===== src/rtl/dsb_pkg.sv =====
// Shared encodings for the decode-stage branch unit.
package dsb_pkg;

    // Control class presented by the decoder for the instruction in decode.
    typedef enum logic [2:0] {
        CLS_NONE = 3'd0,
        CLS_BEQ  = 3'd1,
        CLS_BNE  = 3'd2,
        CLS_JMP  = 3'd3,
        CLS_JREG = 3'd4
    } ctl_class_e;

    // Which target adder feeds the redirect address.
    typedef enum logic [1:0] {
        TGT_REL = 2'd0,
        TGT_ABS = 2'd1,
        TGT_REG = 2'd2
    } tgt_kind_e;

endpackage


===== src/rtl/dsb_decide.sv =====
// Branch decision: compares the two decode operands lane by lane and decides
// whether the decode-stage instruction redirects fetch. Assumes the class
// input is meaningful only while the decode slot is valid.
module dsb_decide
    import dsb_pkg::*;
#(
    parameter int XLEN   = 32,
    parameter int LANE_W = 8
) (
    input  logic            id_valid_i,
    input  logic            stall_i,
    input  logic [2:0]      cls_i,
    input  logic [XLEN-1:0] opa_i,
    input  logic [XLEN-1:0] opb_i,
    output logic            take_o,
    output tgt_kind_e       kind_o
);
    localparam int LANES = XLEN / LANE_W;

    logic [LANES-1:0] lane_eq;
    logic             ops_eq;
    logic             cond;
    ctl_class_e       cls;

    // Per-lane equality, reduced below into one match bit.
    for (genvar g = 0; g < LANES; g++) begin : g_lane
        assign lane_eq[g] = (opa_i[g*LANE_W +: LANE_W] == opb_i[g*LANE_W +: LANE_W]);
    end

    assign ops_eq = &lane_eq;
    assign cls    = ctl_class_e'(cls_i);

    // Map the class to a condition and a target source.
    always_comb begin
        cond   = 1'b0;
        kind_o = TGT_REL;
        case (cls)
            CLS_BEQ:  begin cond = ops_eq;  kind_o = TGT_REL; end
            CLS_BNE:  begin cond = !ops_eq; kind_o = TGT_REL; end
            CLS_JMP:  begin cond = 1'b1;    kind_o = TGT_ABS; end
            CLS_JREG: begin cond = 1'b1;    kind_o = TGT_REG; end
            default:  begin cond = 1'b0;    kind_o = TGT_REL; end
        endcase
    end

    // Commit only for a valid, unstalled decode slot.
    assign take_o = id_valid_i && !stall_i && cond;

endmodule


===== src/rtl/dsb_target.sv =====
// Target generation: forms the redirect address from the delay-slot address,
// the offset, the jump index or operand A. Purely combinational.
module dsb_target
    import dsb_pkg::*;
#(
    parameter int XLEN = 32
) (
    input  tgt_kind_e         kind_i,
    input  logic [XLEN-1:0]   slot_pc_i,
    input  logic [XLEN-1:0]   offset_i,
    input  logic [XLEN-7:0]   jidx_i,
    input  logic [XLEN-1:0]   opa_i,
    output logic [XLEN-1:0]   target_o
);
    localparam logic [XLEN-1:0] ALIGN_MASK = ~XLEN'(3);

    // Select among PC-relative, region-absolute and register targets.
    always_comb begin
        case (kind_i)
            TGT_ABS: target_o = {slot_pc_i[XLEN-1:XLEN-4], jidx_i, 2'b00};
            TGT_REG: target_o = opa_i & ALIGN_MASK;
            default: target_o = slot_pc_i + (offset_i << 2);
        endcase
    end

endmodule


===== src/rtl/dsb_pcreg.sv =====
// PC and fetch/decode register. Holds under stall, loads the target on a
// taken transfer, otherwise steps by one word. The delay slot is the
// instruction fetched in the same cycle the transfer is decided.
module dsb_pcreg #(
    parameter int              XLEN     = 32,
    parameter logic [XLEN-1:0] RESET_PC = '0
) (
    input  logic            clk,
    input  logic            rst_n,
    input  logic            stall_i,
    input  logic            take_i,
    input  logic [XLEN-1:0] target_i,
    output logic [XLEN-1:0] fetch_pc_o,
    output logic [XLEN-1:0] id_pc_o,
    output logic            id_valid_o
);
    localparam logic [XLEN-1:0] STEP = XLEN'(4);

    logic [XLEN-1:0] next_pc;

    // Next fetch address: target on a taken transfer, else sequential.
    assign next_pc = take_i ? target_i : fetch_pc_o + STEP;

    // Fetch address register.
    always_ff @(posedge clk) begin
        if (!rst_n)        fetch_pc_o <= RESET_PC;
        else if (!stall_i) fetch_pc_o <= next_pc;
    end

    // Fetch/decode register: address and validity of the decode instruction.
    always_ff @(posedge clk) begin
        if (!rst_n) begin
            id_pc_o    <= '0;
            id_valid_o <= 1'b0;
        end else if (!stall_i) begin
            id_pc_o    <= fetch_pc_o;
            id_valid_o <= 1'b1;
        end
    end

    p_reset_state_r1: assert property (@(posedge clk)
        !rst_n |=> (fetch_pc_o == RESET_PC && !id_valid_o));

    p_seq_step_r2: assert property (@(posedge clk) disable iff (!rst_n)
        ($past(rst_n) && !$past(stall_i) && !$past(take_i))
            |-> (fetch_pc_o == $past(fetch_pc_o) + STEP));

    p_target_lands_r3: assert property (@(posedge clk) disable iff (!rst_n)
        ($past(rst_n) && $past(take_i)) |-> (fetch_pc_o == $past(target_i)));

    p_slot_follows_r6: assert property (@(posedge clk) disable iff (!rst_n)
        ($past(rst_n) && $past(take_i))
            |-> (id_valid_o && id_pc_o == $past(fetch_pc_o)));

    p_hold_on_stall_r9: assert property (@(posedge clk) disable iff (!rst_n)
        ($past(rst_n) && $past(stall_i))
            |-> ($stable(fetch_pc_o) && $stable(id_pc_o) && $stable(id_valid_o)));

endmodule


===== src/rtl/dsb_branch_unit.sv =====
// Decode-stage branch unit: PC, fetch/decode register, comparator and
// next-PC selection for a pipeline with a single architectural delay slot.
// Assumes the decoder supplies class and operands for the decode instruction
// in the same cycle, and that no transfer is placed in a delay slot.
module dsb_branch_unit
    import dsb_pkg::*;
#(
    parameter int              XLEN     = 32,
    parameter int              LANE_W   = 8,
    parameter logic [XLEN-1:0] RESET_PC = '0
) (
    input  logic            clk,
    input  logic            rst_n,
    input  logic            stall_i,
    input  logic [2:0]      id_class_i,
    input  logic [XLEN-1:0] id_opa_i,
    input  logic [XLEN-1:0] id_opb_i,
    input  logic [XLEN-1:0] id_offset_i,
    input  logic [XLEN-7:0] id_jidx_i,
    output logic [XLEN-1:0] fetch_pc_o,
    output logic [XLEN-1:0] id_pc_o,
    output logic            id_valid_o,
    output logic            redirect_o,
    output logic [XLEN-1:0] target_o
);
    localparam logic [XLEN-1:0] STEP = XLEN'(4);

    logic [XLEN-1:0] slot_pc;
    tgt_kind_e       kind;
    logic            take;

    // Address of the delay slot that follows the decode instruction.
    assign slot_pc = id_pc_o + STEP;

    dsb_decide #(.XLEN(XLEN), .LANE_W(LANE_W)) u_decide (
        .id_valid_i (id_valid_o),
        .stall_i    (stall_i),
        .cls_i      (id_class_i),
        .opa_i      (id_opa_i),
        .opb_i      (id_opb_i),
        .take_o     (take),
        .kind_o     (kind)
    );

    dsb_target #(.XLEN(XLEN)) u_target (
        .kind_i    (kind),
        .slot_pc_i (slot_pc),
        .offset_i  (id_offset_i),
        .jidx_i    (id_jidx_i),
        .opa_i     (id_opa_i),
        .target_o  (target_o)
    );

    dsb_pcreg #(.XLEN(XLEN), .RESET_PC(RESET_PC)) u_pcreg (
        .clk        (clk),
        .rst_n      (rst_n),
        .stall_i    (stall_i),
        .take_i     (take),
        .target_i   (target_o),
        .fetch_pc_o (fetch_pc_o),
        .id_pc_o    (id_pc_o),
        .id_valid_o (id_valid_o)
    );

    assign redirect_o = take;

    p_beq_taken_r3: assert property (@(posedge clk) disable iff (!rst_n)
        (id_valid_o && !stall_i && id_class_i == 3'd1 && id_opa_i == id_opb_i)
            |-> (redirect_o && target_o == id_pc_o + STEP + (id_offset_i << 2)));

    p_bne_outcome_r4: assert property (@(posedge clk) disable iff (!rst_n)
        (id_valid_o && !stall_i && id_class_i == 3'd2)
            |-> (redirect_o == (id_opa_i != id_opb_i)));

    p_aligned_target_r8: assert property (@(posedge clk) disable iff (!rst_n)
        redirect_o |-> (target_o[1:0] == 2'b00));

    p_stall_quiet_r9: assert property (@(posedge clk) disable iff (!rst_n)
        stall_i |-> !redirect_o);

    p_rsvd_class_r10: assert property (@(posedge clk) disable iff (!rst_n)
        (id_class_i == 3'd0 || id_class_i >= 3'd5) |-> !redirect_o);

    p_idle_quiet_r11: assert property (@(posedge clk) disable iff (!rst_n)
        !id_valid_o |-> !redirect_o);

endmodule


===== config.mk =====
export PLATFORM = sky130hd
export DESIGN_NAME = dsb_branch_unit
export DESIGN_NICKNAME = d
export VERILOG_FILES = /design/src/rtl/dsb_pkg.sv /design/src/rtl/dsb_decide.sv /design/src/rtl/dsb_target.sv /design/src/rtl/dsb_pcreg.sv /design/src/rtl/dsb_branch_unit.sv
export SDC_FILE = /design/constraint.sdc
export NUM_CORES = 1
export LEC_CHECK = 0
export BUFFER_PORTS_ARGS = -buffer_cell sky130_fd_sc_hd__buf_2
export CAP_MARGIN = 30
export CORE_ASPECT_RATIO = 1.5
export CORE_MARGIN = 2
export CORE_UTILIZATION = 46
export CTS_CLUSTER_DIAMETER = 150
export DETAILED_ROUTE_END_ITERATION = 8
export PLACE_DENSITY = 0.75
export SLEW_MARGIN = 10
export SYNTH_ARGS = -nofsm -noshare
export SYNTH_HDL_FRONTEND = slang
export SYNTH_HIERARCHICAL = 1
export SYNTH_SLANG_ARGS = --single-unit

===== constraint.sdc =====
create_clock -name clk -period 4.15 [get_ports clk]
set_input_delay 0 -clock clk [delete_from_list [all_inputs] [get_ports clk]]
set_output_delay 0 -clock clk [all_outputs]
set_load 0.02 [all_outputs]

==> flow_metrics.tcl, run 1 <==
set metrics [dict create \
    hp-start "rst_n" \
    nets 1220 \
    cp-end-kind "primary output" \
    syn_inst 839 \
    ys_ff_latch 65 \
    avgRoutedWirePerCell_um 20.7 \
    synth_edf_count 0 \
    multiInputGateArea_um2 4860 \
    antenna_found_initial 0 \
    hold_end "u_pcreg/fetch_pc_o[6]" \
    synthMuxAreaShare_pct 6.44 \
    register_area_um2 1300 \
    yosysTopAreaCellShare_pct 20.3 \
    synth_xor_area_share_pct 11.2 \
    timing.hold.ws_ns 0.103 \
    critPathRequiredTime_ns 4.15 \
    die_h_um 149 \
    routed_wl_um 25400 \
    cts_tree "done" \
    worstRegToRegCells 17 \
    htree_levels 3 \
    cp-start-kind "flip-flop" \
    synth-simple-area-share_pct 24.7 \
    synth-compound-area-share_pct 26.0 \
    numCtsBuffers 9 \
    synth_top_area_cell "dfxtp_1" \
    syn-cell-area_um2 6420 \
    drt_iter0_drc 468 \
    outcome "finished clean" \
    finalNonFillerCells 1225 \
    synth_top_family_by_area "compound AO/OA/AOI/OAI gates" \
    ant_nets 0 \
    die-area_um2 14900 \
    cp.arrival_ns 3.97 \
    slew_violations 0 \
    cp-startpoint "u_pcreg/id_pc_o[3]" \
    io_pins 226 \
    coreArea_um2 13500 \
    grt_max_degree 72 \
    met1_usage_pct 38.5 \
    clock_latency_ns 0.34 \
    hold_path_class "input pin to flip-flop" \
    hold_buffers 0 \
    grt_util_all_layers_pct 33.0 \
    yosys_warnings 6 \
    syn_nets 1001 \
    max_freq_mhz 252 \
    synth.area.top_cells "dfxtp_1 (20%), xnor2_1 (9.3%), ha_1 (6.4%), mux2i_1 (6.1%), a21oi_1 (6.0%)" \
    num_rows 52 \
    power.density_nw_per_um2 263 \
    cap_violations 0 \
    setup_viol 0 \
    initial_core_util_pct 47.4 \
    vdd_drop_max_v 0.000253 \
    dp_cells 1206 \
    grtUsageMet3_pct 6.25 \
    layout_commonest_cell "buf_2" \
    grt_overflow_total 0 \
    clock_path_buffers 2 \
    r2r_start "u_pcreg/id_pc_o[3]" \
    hold_viol 0 \
    dr.pass1.iters 5 \
    leakage_uw 0.00383 \
    port_buffers 223 \
    dp_hpwl_um 19900 \
    drive_gt1_share_pct 30.1 \
    reg2reg_setup_slack_ns 0.36 \
    synthToLayoutAreaGrowth_pct 27.8 \
    drc 0 \
    worst_pin_slew_ns 0.982 \
    critPathKind "flip-flop to primary output" \
    n_antenna_cell 0 \
    gp_congestion 0.995 \
    busiest_layer "met2" \
    fillers 1322 \
    slew_headroom_pct 34.5 \
    clk_pin_slew_ns 0.06 \
    die_width_um 100 \
    synth.avg_cell_area_um2 7.65 \
    synthArstFlopShare_pct 0 \
    viasPerCell 6.08 \
    skew_ns 0.00867 \
    cp_max_fo 6 \
    ys_seq_area_share_pct 20.3 \
    finalSetupTns_ns 0 \
    synth_flop_cell "dfxtp_1" \
    ys_types 78 \
    grt_pass1_vias 6959 \
    whs_path_depth 3 \
    root_buffer "clkbuf_16" \
    final_cell_mix "buf_2 (222), nor2_1 (85), a21oi_1 (75)" \
    finalCritPeriodShare_pct 95.6 \
    synthAdderAreaFrac_pct 6.75 \
    grt_use_met2_pct 55.7 \
    grt_pass1_wl_um 37900 \
    reg2reg_to "u_pcreg/fetch_pc_o[29]" \
    period_needed_ns 3.97 \
    cts_sinks 65 \
    vias 7449 \
]
==> what timing repair did <==
item,CTS,global route
setup buffers,2,1
hold endpoints to repair,0,0
setup endpoints to repair,1,15
resized for setup,1,10
pin swaps,1,3
==> logic make-up (layout without fill, tap and decap cells) <==
family	count (synthesis)	in the layout
flops	65	65
simple gates	299	299
buf+inv	75	299
mux	41	41
xor+xnor	82	82
compound gates	243	243
fa+ha+maj	34	34
==> per-layer routing <==
metal	vias to the layer above	share of wire [%]
li1	3566	-
met1	3441	38
met2	371	49
met3	71	7.1
met4	0	6.0
met5	-	0
==> worst max-delay path by stage <==
stage	end	slack [ns]	depth (start not counted)
2_1_floorplan	u_pcreg/fetch_pc_o[31]	0.19	15
3_3_place_gp	u_pcreg/fetch_pc_o[20]	0.28	14
3_5_place_dp	u_pcreg/fetch_pc_o[20]	0.23	14
4_1_cts	target_o[25]	0.08	14
5_1_grt	target_o[30]	-0.02	13
6_report	target_o[30]	0.18	15
==> through the flow <==
| stage | worst slack (ns) | utilization [%] | power, uW | instance area [um2] |
|---|---|---|---|---|
| floorplan | 0.187 | - | 1000 | 6420 |
| CTS | 0.0810 | 60.2 | 2150 | 8150 |
| global route | -0.0206 | 60.6 | 2230 | 8200 |
| detailed placement | 0.230 | 57.5 | 1250 | 7780 |
| global placement | 0.284 | 57.5 | 1250 | 7780 |
| finish | 0.181 | 60.6 | 2150 | 8200 |
==> flip-flops by register name, indices dropped and copies added, names as in the netlist <==
name / cells
u_pcreg/id_pc_o: 32
u_pcreg/fetch_pc_o: 32
u_pcreg/id_valid_o: 1
==> worst max-delay path: stages, from the launching register on <==
cell and delay (ns):
dfxtp_1 0.42, ha_1 0.22, nand3_1 0.16, buf_4 0.20
nor2_1 0.16, nand2_1 0.09, xnor2_1 0.13, ha_1 0.37
and3_1 0.19, o211ai_1 0.11, a21oi_2 0.11, o41ai_4 0.46
o21ai_2 0.17, and4_1 0.23, a311oi_2 0.36, buf_2 0.24
==> synthesized netlist by cell type, types with 4 or more instances <==
master    instances
dfxtp_1          65
o21ai_0          31
nor3_1           17
inv_1            22
o21ai_1           4
o211ai_1         10
mux2i_1          39
and3_1           11
a32oi_1           4
a211oi_1          4
a22oi_1          11
nand3_1          27
and2_1            7
or2_2             4
xor2_1           14
buf_1             5
a21oi_1          77
nor2_1           85
nand3b_1          4
and4_1            5
a21o_1           21
a31oi_1          14
nand4_1          33
xnor2_1          68
o21a_1            4
ha_1             33
buf_2             6
a221oi_1         27
clkbuf_1         39
nor2b_1           9
nand2_1          68
==> where the power goes <==
group / switching, uW / internal [uW] / leakage (uW) / total (uW)
clock network: 293 / 605 / 0.000165 / 898
logic: 372 / 222 / 0.00314 / 593
registers: 24.0 / 639 / 0.000525 / 663
total: 689 / 1470 / 0.00383 / 2150
==> layout make-up <==
type	instances	area share, %
flip-flops and latches	65	15.9
clock buffers	10	2.91
well taps	162	2.47
inverters	23	1.05
repair buffers	260	17.0
multi-input cells	699	59.3
clock inverters	6	1.39
Note: power is estimated with default switching activity, not from simulation.
==> run 2: changes to the inputs <==
==> constraint.sdc (replaced) <==
create_clock -name clk -period 4.43 [get_ports clk]
set_input_delay 0 -clock clk [delete_from_list [all_inputs] [get_ports clk]]
set_output_delay 0 -clock clk [all_outputs]
set_load 0.02 [all_outputs]
==> flow_metrics.tcl, run 2 (synthesized netlist as in run 1, its figures left out) <==
set metrics [dict create \
    layout_setup_ws_ns 0.182 \
    grt_max_degree 72 \
    period_needed_ns 4.25 \
    vdd_drop_max_v 0.000211 \
    clock_path_buffers 2 \
    slew_violations 0 \
    fillers 1311 \
    critPathRequiredTime_ns 4.43 \
    dp_hpwl_um 19700 \
    slew_headroom_pct 38.2 \
    cap_violations 0 \
    skew_ns 0.00762 \
    die-area_um2 14900 \
    clock_latency_ns 0.34 \
    cts_tree "done" \
    grt_pass1_wl_um 37100 \
    cpMaxStageDelayCell "nor3_1" \
    die_width_um 100 \
    htree_levels 3 \
    power.density_nw_per_um2 248 \
    hp-start "rst_n" \
    reg2reg_setup_slack_ns 0.37 \
    final_cell_mix "buf_2 (224), nor2_1 (85), a21oi_1 (75)" \
    hold_end "u_pcreg/id_valid_o" \
    finalCritPeriodShare_pct 95.9 \
    cp.arrival_ns 4.25 \
    cp_max_fo 7 \
    hold_buffers 0 \
    place_area_um2 7600 \
    critPathKind "flip-flop to primary output" \
    outcome "finished clean" \
    cp-start-kind "flip-flop" \
    nets 1198 \
    crit_path_max_incr_delay_ns 0.51 \
    root_buffer "clkbuf_16" \
    routed_wl_um 24900 \
    whs_path_depth 2 \
    cp-end-kind "primary output" \
    antenna_found_initial 0 \
    die_h_um 149 \
    max_freq_mhz 235 \
    synthToLayoutAreaGrowth_pct 24.7 \
    ant_nets 0 \
    drc 0 \
    design_area_um2 8000 \
    grt_util_all_layers_pct 32.4 \
    cp-startpoint "u_pcreg/id_pc_o[2]" \
    cts_sinks 65 \
    hold_path_class "input pin to flip-flop" \
    hold_viol 0 \
    reg.largest.list "u_pcreg/fetch_pc_o: 32 flops, u_pcreg/id_pc_o: 32 flops, u_pcreg/id_valid_o: 1 flops" \
    viasPerCell 6.15 \
    gp_congestion 0.991 \
    cp_num_buf_inv 2 \
    worstRegToRegCells 16 \
    drive_gt1_share_pct 28.0 \
    finalSetupTns_ns 0 \
    num_rows 52 \
    worst_pin_slew_ns 0.927 \
    initial_core_util_pct 47.4 \
    dp_slack_ns 0.406 \
    reg2reg_to "u_pcreg/fetch_pc_o[29]" \
    io_pins 226 \
    final_util_pct 59.1 \
    leakage_uw 0.00372 \
    clk_pin_slew_ns 0.06 \
    dr.pass1.iters 5 \
    grt_overflow_total 0 \
    layout_commonest_cell "buf_2" \
    port_buffers 223 \
    avgRoutedWirePerCell_um 20.7 \
    critical-path-top-delay-family "simple AND/OR/NAND/NOR gates" \
    coreArea_um2 13500 \
    setup_viol 0 \
    drt_iter0_drc 536 \
    vias 7406 \
    crit_chain "ha_1 > nand3_1 > nor4_4 > buf_4 > nand3_1 > xnor2_1 > ha_1 > nand3_2 > a211oi_1 > o2111ai_1 > and4b_1 > nor3_1 > buf_2" \
    numCtsBuffers 9 \
    r2r_start "u_pcreg/id_pc_o[2]" \
    grt_pass1_vias 6761 \
]
run 2: cell types whose count changed in the layout (fill, tap and decap cells not counted), sizes merged:
cell      delta
buf         -22
clkbuf       +1
inv          -1
clkinvlp     -1
clkinv       +1
diode        +1
run 2: repair_timing:
action,4_1_cts,5_1_grt
setup buffers,0,5
endpoints found under the setup margin,0,9
resized for setup,0,5
run 2: report_power, final:
group          switching [uW]  internal (uW)  total (uW)  leakage (uW)
sequential               23.7            599         622      0.000525
clock                     259            564         823      0.000166
combinational             343            195         538       0.00303
run 2: worst max-delay path by stage:
stage | slack (ns) | endpoint | cells after the start
floorplan | 0.47 | u_pcreg/fetch_pc_o[31] | 15
global placement | 0.47 | u_pcreg/fetch_pc_o[28] | 14
detailed placement | 0.41 | u_pcreg/fetch_pc_o[28] | 14
CTS | 0.11 | target_o[24] | 13
global route | -0.008 | target_o[23] | 13
finish | 0.18 | target_o[23] | 13
run 2: metrics by stage:
step / hold WS (ns) / total power [uW] / std cells
2_1_floorplan: 0.281 / 941 / 839
3_3_place_gp: 0.430 / 1160 / 1181
3_5_place_dp: 0.427 / 1160 / 1182
4_1_cts: 0.0748 / 1980 / 1198
5_1_grt: 0.109 / 2050 / 1203
6_report: 0.0884 / 1980 / 1204
run 2: layout make-up:
class | count | area [um2] | share of cell area (%)
tap | 162 | 203 | 2.53
clock inverter | 5 | 103 | 1.28
clock buffer | 11 | 243 | 3.03
inverter | 23 | 86.3 | 1.08
sequential | 65 | 1300 | 16.3
multi-input combinational | 699 | 4840 | 60.5
antenna | 1 | 2.50 | 0.0313
timing repair buffer | 238 | 1230 | 15.3
run 2: layer usage:
layer / track usage (%) / routed length, um / vias up
li1: - / - / 3529
met1: 37.4 / 9180 / 3422
met2: 55.3 / 12200 / 394
met3: 6.72 / 2070 / 61
met4: 17.6 / 1470 / 0
met5: 0 / 0 / -
==> run 3: changes to the inputs <==
==> constraint.sdc (replaced) <==
create_clock -name clk -period 4.9 [get_ports clk]
set_input_delay 0 -clock clk [delete_from_list [all_inputs] [get_ports clk]]
set_output_delay 0 -clock clk [all_outputs]
set_load 0.02 [all_outputs]
==> flow_metrics.tcl, run 3 (synthesized netlist as in run 1, its figures left out) <==
set metrics [dict create \
    ant_nets 0 \
    avgRoutedWirePerCell_um 20.8 \
    final_cell_mix "buf_2 (223), nor2_1 (85), a21oi_1 (77)" \
    skew_ns 0.00925 \
    hold_viol 0 \
    root_buffer "clkbuf_16" \
    power.share.sequential_pct 33.0 \
    max_freq_mhz 218 \
    cts_sinks 65 \
    antenna_found_initial 0 \
    power_uw 1710 \
    clock_path_buffers 2 \
    critPathRequiredTime_ns 4.90 \
    combPwrFrac_pct 28.2 \
    cts_tree "done" \
    reg2reg_to "u_pcreg/fetch_pc_o[28]" \
    p_sw_share_pct 33.4 \
    crit_path_max_incr_delay_ns 0.65 \
    io_pins 226 \
    cp_num_buf_inv 1 \
    worstRegToRegCells 14 \
    p_int_uw 1130 \
    rsz0062_at_grt "false" \
    cap_violations 0 \
    viasPerCell 6.21 \
    cp-end-kind "primary output" \
    nets 1190 \
    hold_buffers 0 \
    clk_pin_slew_ns 0.06 \
    drc 0 \
    p_switching_uw 570 \
    setup_viol 0 \
    vdd_drop_max_v 0.000198 \
    layout_commonest_cell "buf_2" \
    grt_pass1_vias 6932 \
    whs_path_depth 2 \
    reg.largest.list "u_pcreg/fetch_pc_o: 32 flops, u_pcreg/id_pc_o: 32 flops, u_pcreg/id_valid_o: 1 flops" \
    power.density_nw_per_um2 216 \
    cp-start-kind "flip-flop" \
    gp_congestion 0.978 \
    cts_resized 0 \
    num_rows 52 \
    critical-path-top-delay-family "simple AND/OR/NAND/NOR gates" \
    leakage_uw 0.00366 \
    hold_path_class "input pin to flip-flop" \
    period_needed_ns 4.59 \
    grt_max_degree 47 \
    crit_chain "nand4_2 > nor4_4 > nand2_1 > xnor2_1 > ha_1 > a21o_1 > a21oi_1 > or3b_1 > a211oi_1 > o31ai_1 > xnor2_1 > a21oi_1 > buf_2" \
    r2r_start "u_pcreg/id_pc_o[9]" \
    finalCritPeriodShare_pct 93.6 \
    n_antenna_cell 0 \
    routed_wl_um 24900 \
    slew_violations 0 \
    outcome "finished clean" \
    die_width_um 100 \
    grt_overflow_total 0 \
    p_clk_share_pct 38.8 \
    initial_core_util_pct 47.4 \
    critPathKind "flip-flop to primary output" \
    port_buffers 223 \
    cpMaxStageDelayCell "nor4_4" \
    die-area_um2 14900 \
    drt_iter0_drc 547 \
    worst_pin_slew_ns 0.784 \
    cp_max_fo 8 \
    dp_hpwl_um 19600 \
    clock_latency_ns 0.34 \
    slew_headroom_pct 47.3 \
    coreArea_um2 13500 \
    die_h_um 149 \
    post_cts_buffers 0 \
    grt_pass1_wl_um 37900 \
    drive_gt1_share_pct 27.1 \
    finalSetupTns_ns 0 \
    reg2reg_setup_slack_ns 0.52 \
    grt_util_all_layers_pct 32.9 \
    hold_end "u_pcreg/id_valid_o" \
    dr.pass1.iters 5 \
    synthToLayoutAreaGrowth_pct 22.9 \
    hp-start "rst_n" \
    cp.arrival_ns 4.59 \
    numCtsBuffers 9 \
    vias 7417 \
    htree_levels 3 \
]
[run 3: cell count changes in the layout (fill, tap and decap cells not counted), sizes merged]
cell,change
clkinvlp,-1
bufinv,-2
clkinv,+3
diode,-1
buf,-8
[run 3: worst max path at each step]
stage | endpoint | from | slack [ns] | cells after the start
finish | target_o[28] | u_pcreg/id_pc_o[9] | 0.31 | 13
global route | target_o[28] | u_pcreg/id_pc_o[3] | 0.08 | 13
CTS | target_o[28] | u_pcreg/id_pc_o[9] | 0.42 | 13
detailed placement | u_pcreg/fetch_pc_o[28] | u_pcreg/id_pc_o[9] | 0.67 | 14
global placement | u_pcreg/fetch_pc_o[29] | u_pcreg/id_pc_o[2] | 0.78 | 15
floorplan | u_pcreg/fetch_pc_o[31] | u_pcreg/id_pc_o[2] | 0.94 | 15
[run 3: final cells by class]
| type | instances | area (um2) |
|---|---|---|
| clock buffers | 11 | 253 |
| clock inverters | 5 | 53.8 |
| fillers | 1333 | 5650 |
| inverters | 23 | 86.3 |
| multi-input cells | 699 | 4820 |
| flip-flops and latches | 65 | 1300 |
| well taps | 162 | 203 |
| repair buffers | 230 | 1170 |
[run 3: per-layer routing]
| metal | part of all wire (%) | global-route usage, % |
|---|---|---|
| met5 | 0 | 0 |
| met4 | 5.3 | 16.6 |
| met2 | 50 | 57.1 |
| met3 | 7.6 | 6.11 |
| met1 | 38 | 38.1 |
[run 3: worst register-to-register path, delay by kind of cell (launching register included)]
kind	cells	cell delay (ns)
simple gates	4	1.43
fa+ha+maj	1	0.40
xor+xnor	2	0.30
compound gates	7	1.67
flops	1	0.49
[run 3: metrics by stage]
step	std cells	worst slack (ns)	hold slack, ns	instance area [um2]	utilization [%]
6_report	1195	0.314	0.0921	7890	58.3
4_1_cts	1195	0.415	0.0807	7890	58.3
3_5_place_dp	1179	0.674	0.431	7580	56.0
3_3_place_gp	1179	0.783	0.424	7580	56.0
5_1_grt	1195	0.0839	0.102	7890	58.3
2_1_floorplan	839	0.937	0.281	6420	-
[run 3: power groups by stage]
stage / clock [uW] / sequential (uW) / combinational, uW
6_report: 661 / 563 / 481
5_1_grt: 693 / 565 / 511
4_1_cts: 665 / 563 / 475
3_5_place_dp: 0 / 574 / 472
3_3_place_gp: 0 / 574 / 470
2_1_floorplan: 0 / 582 / 269
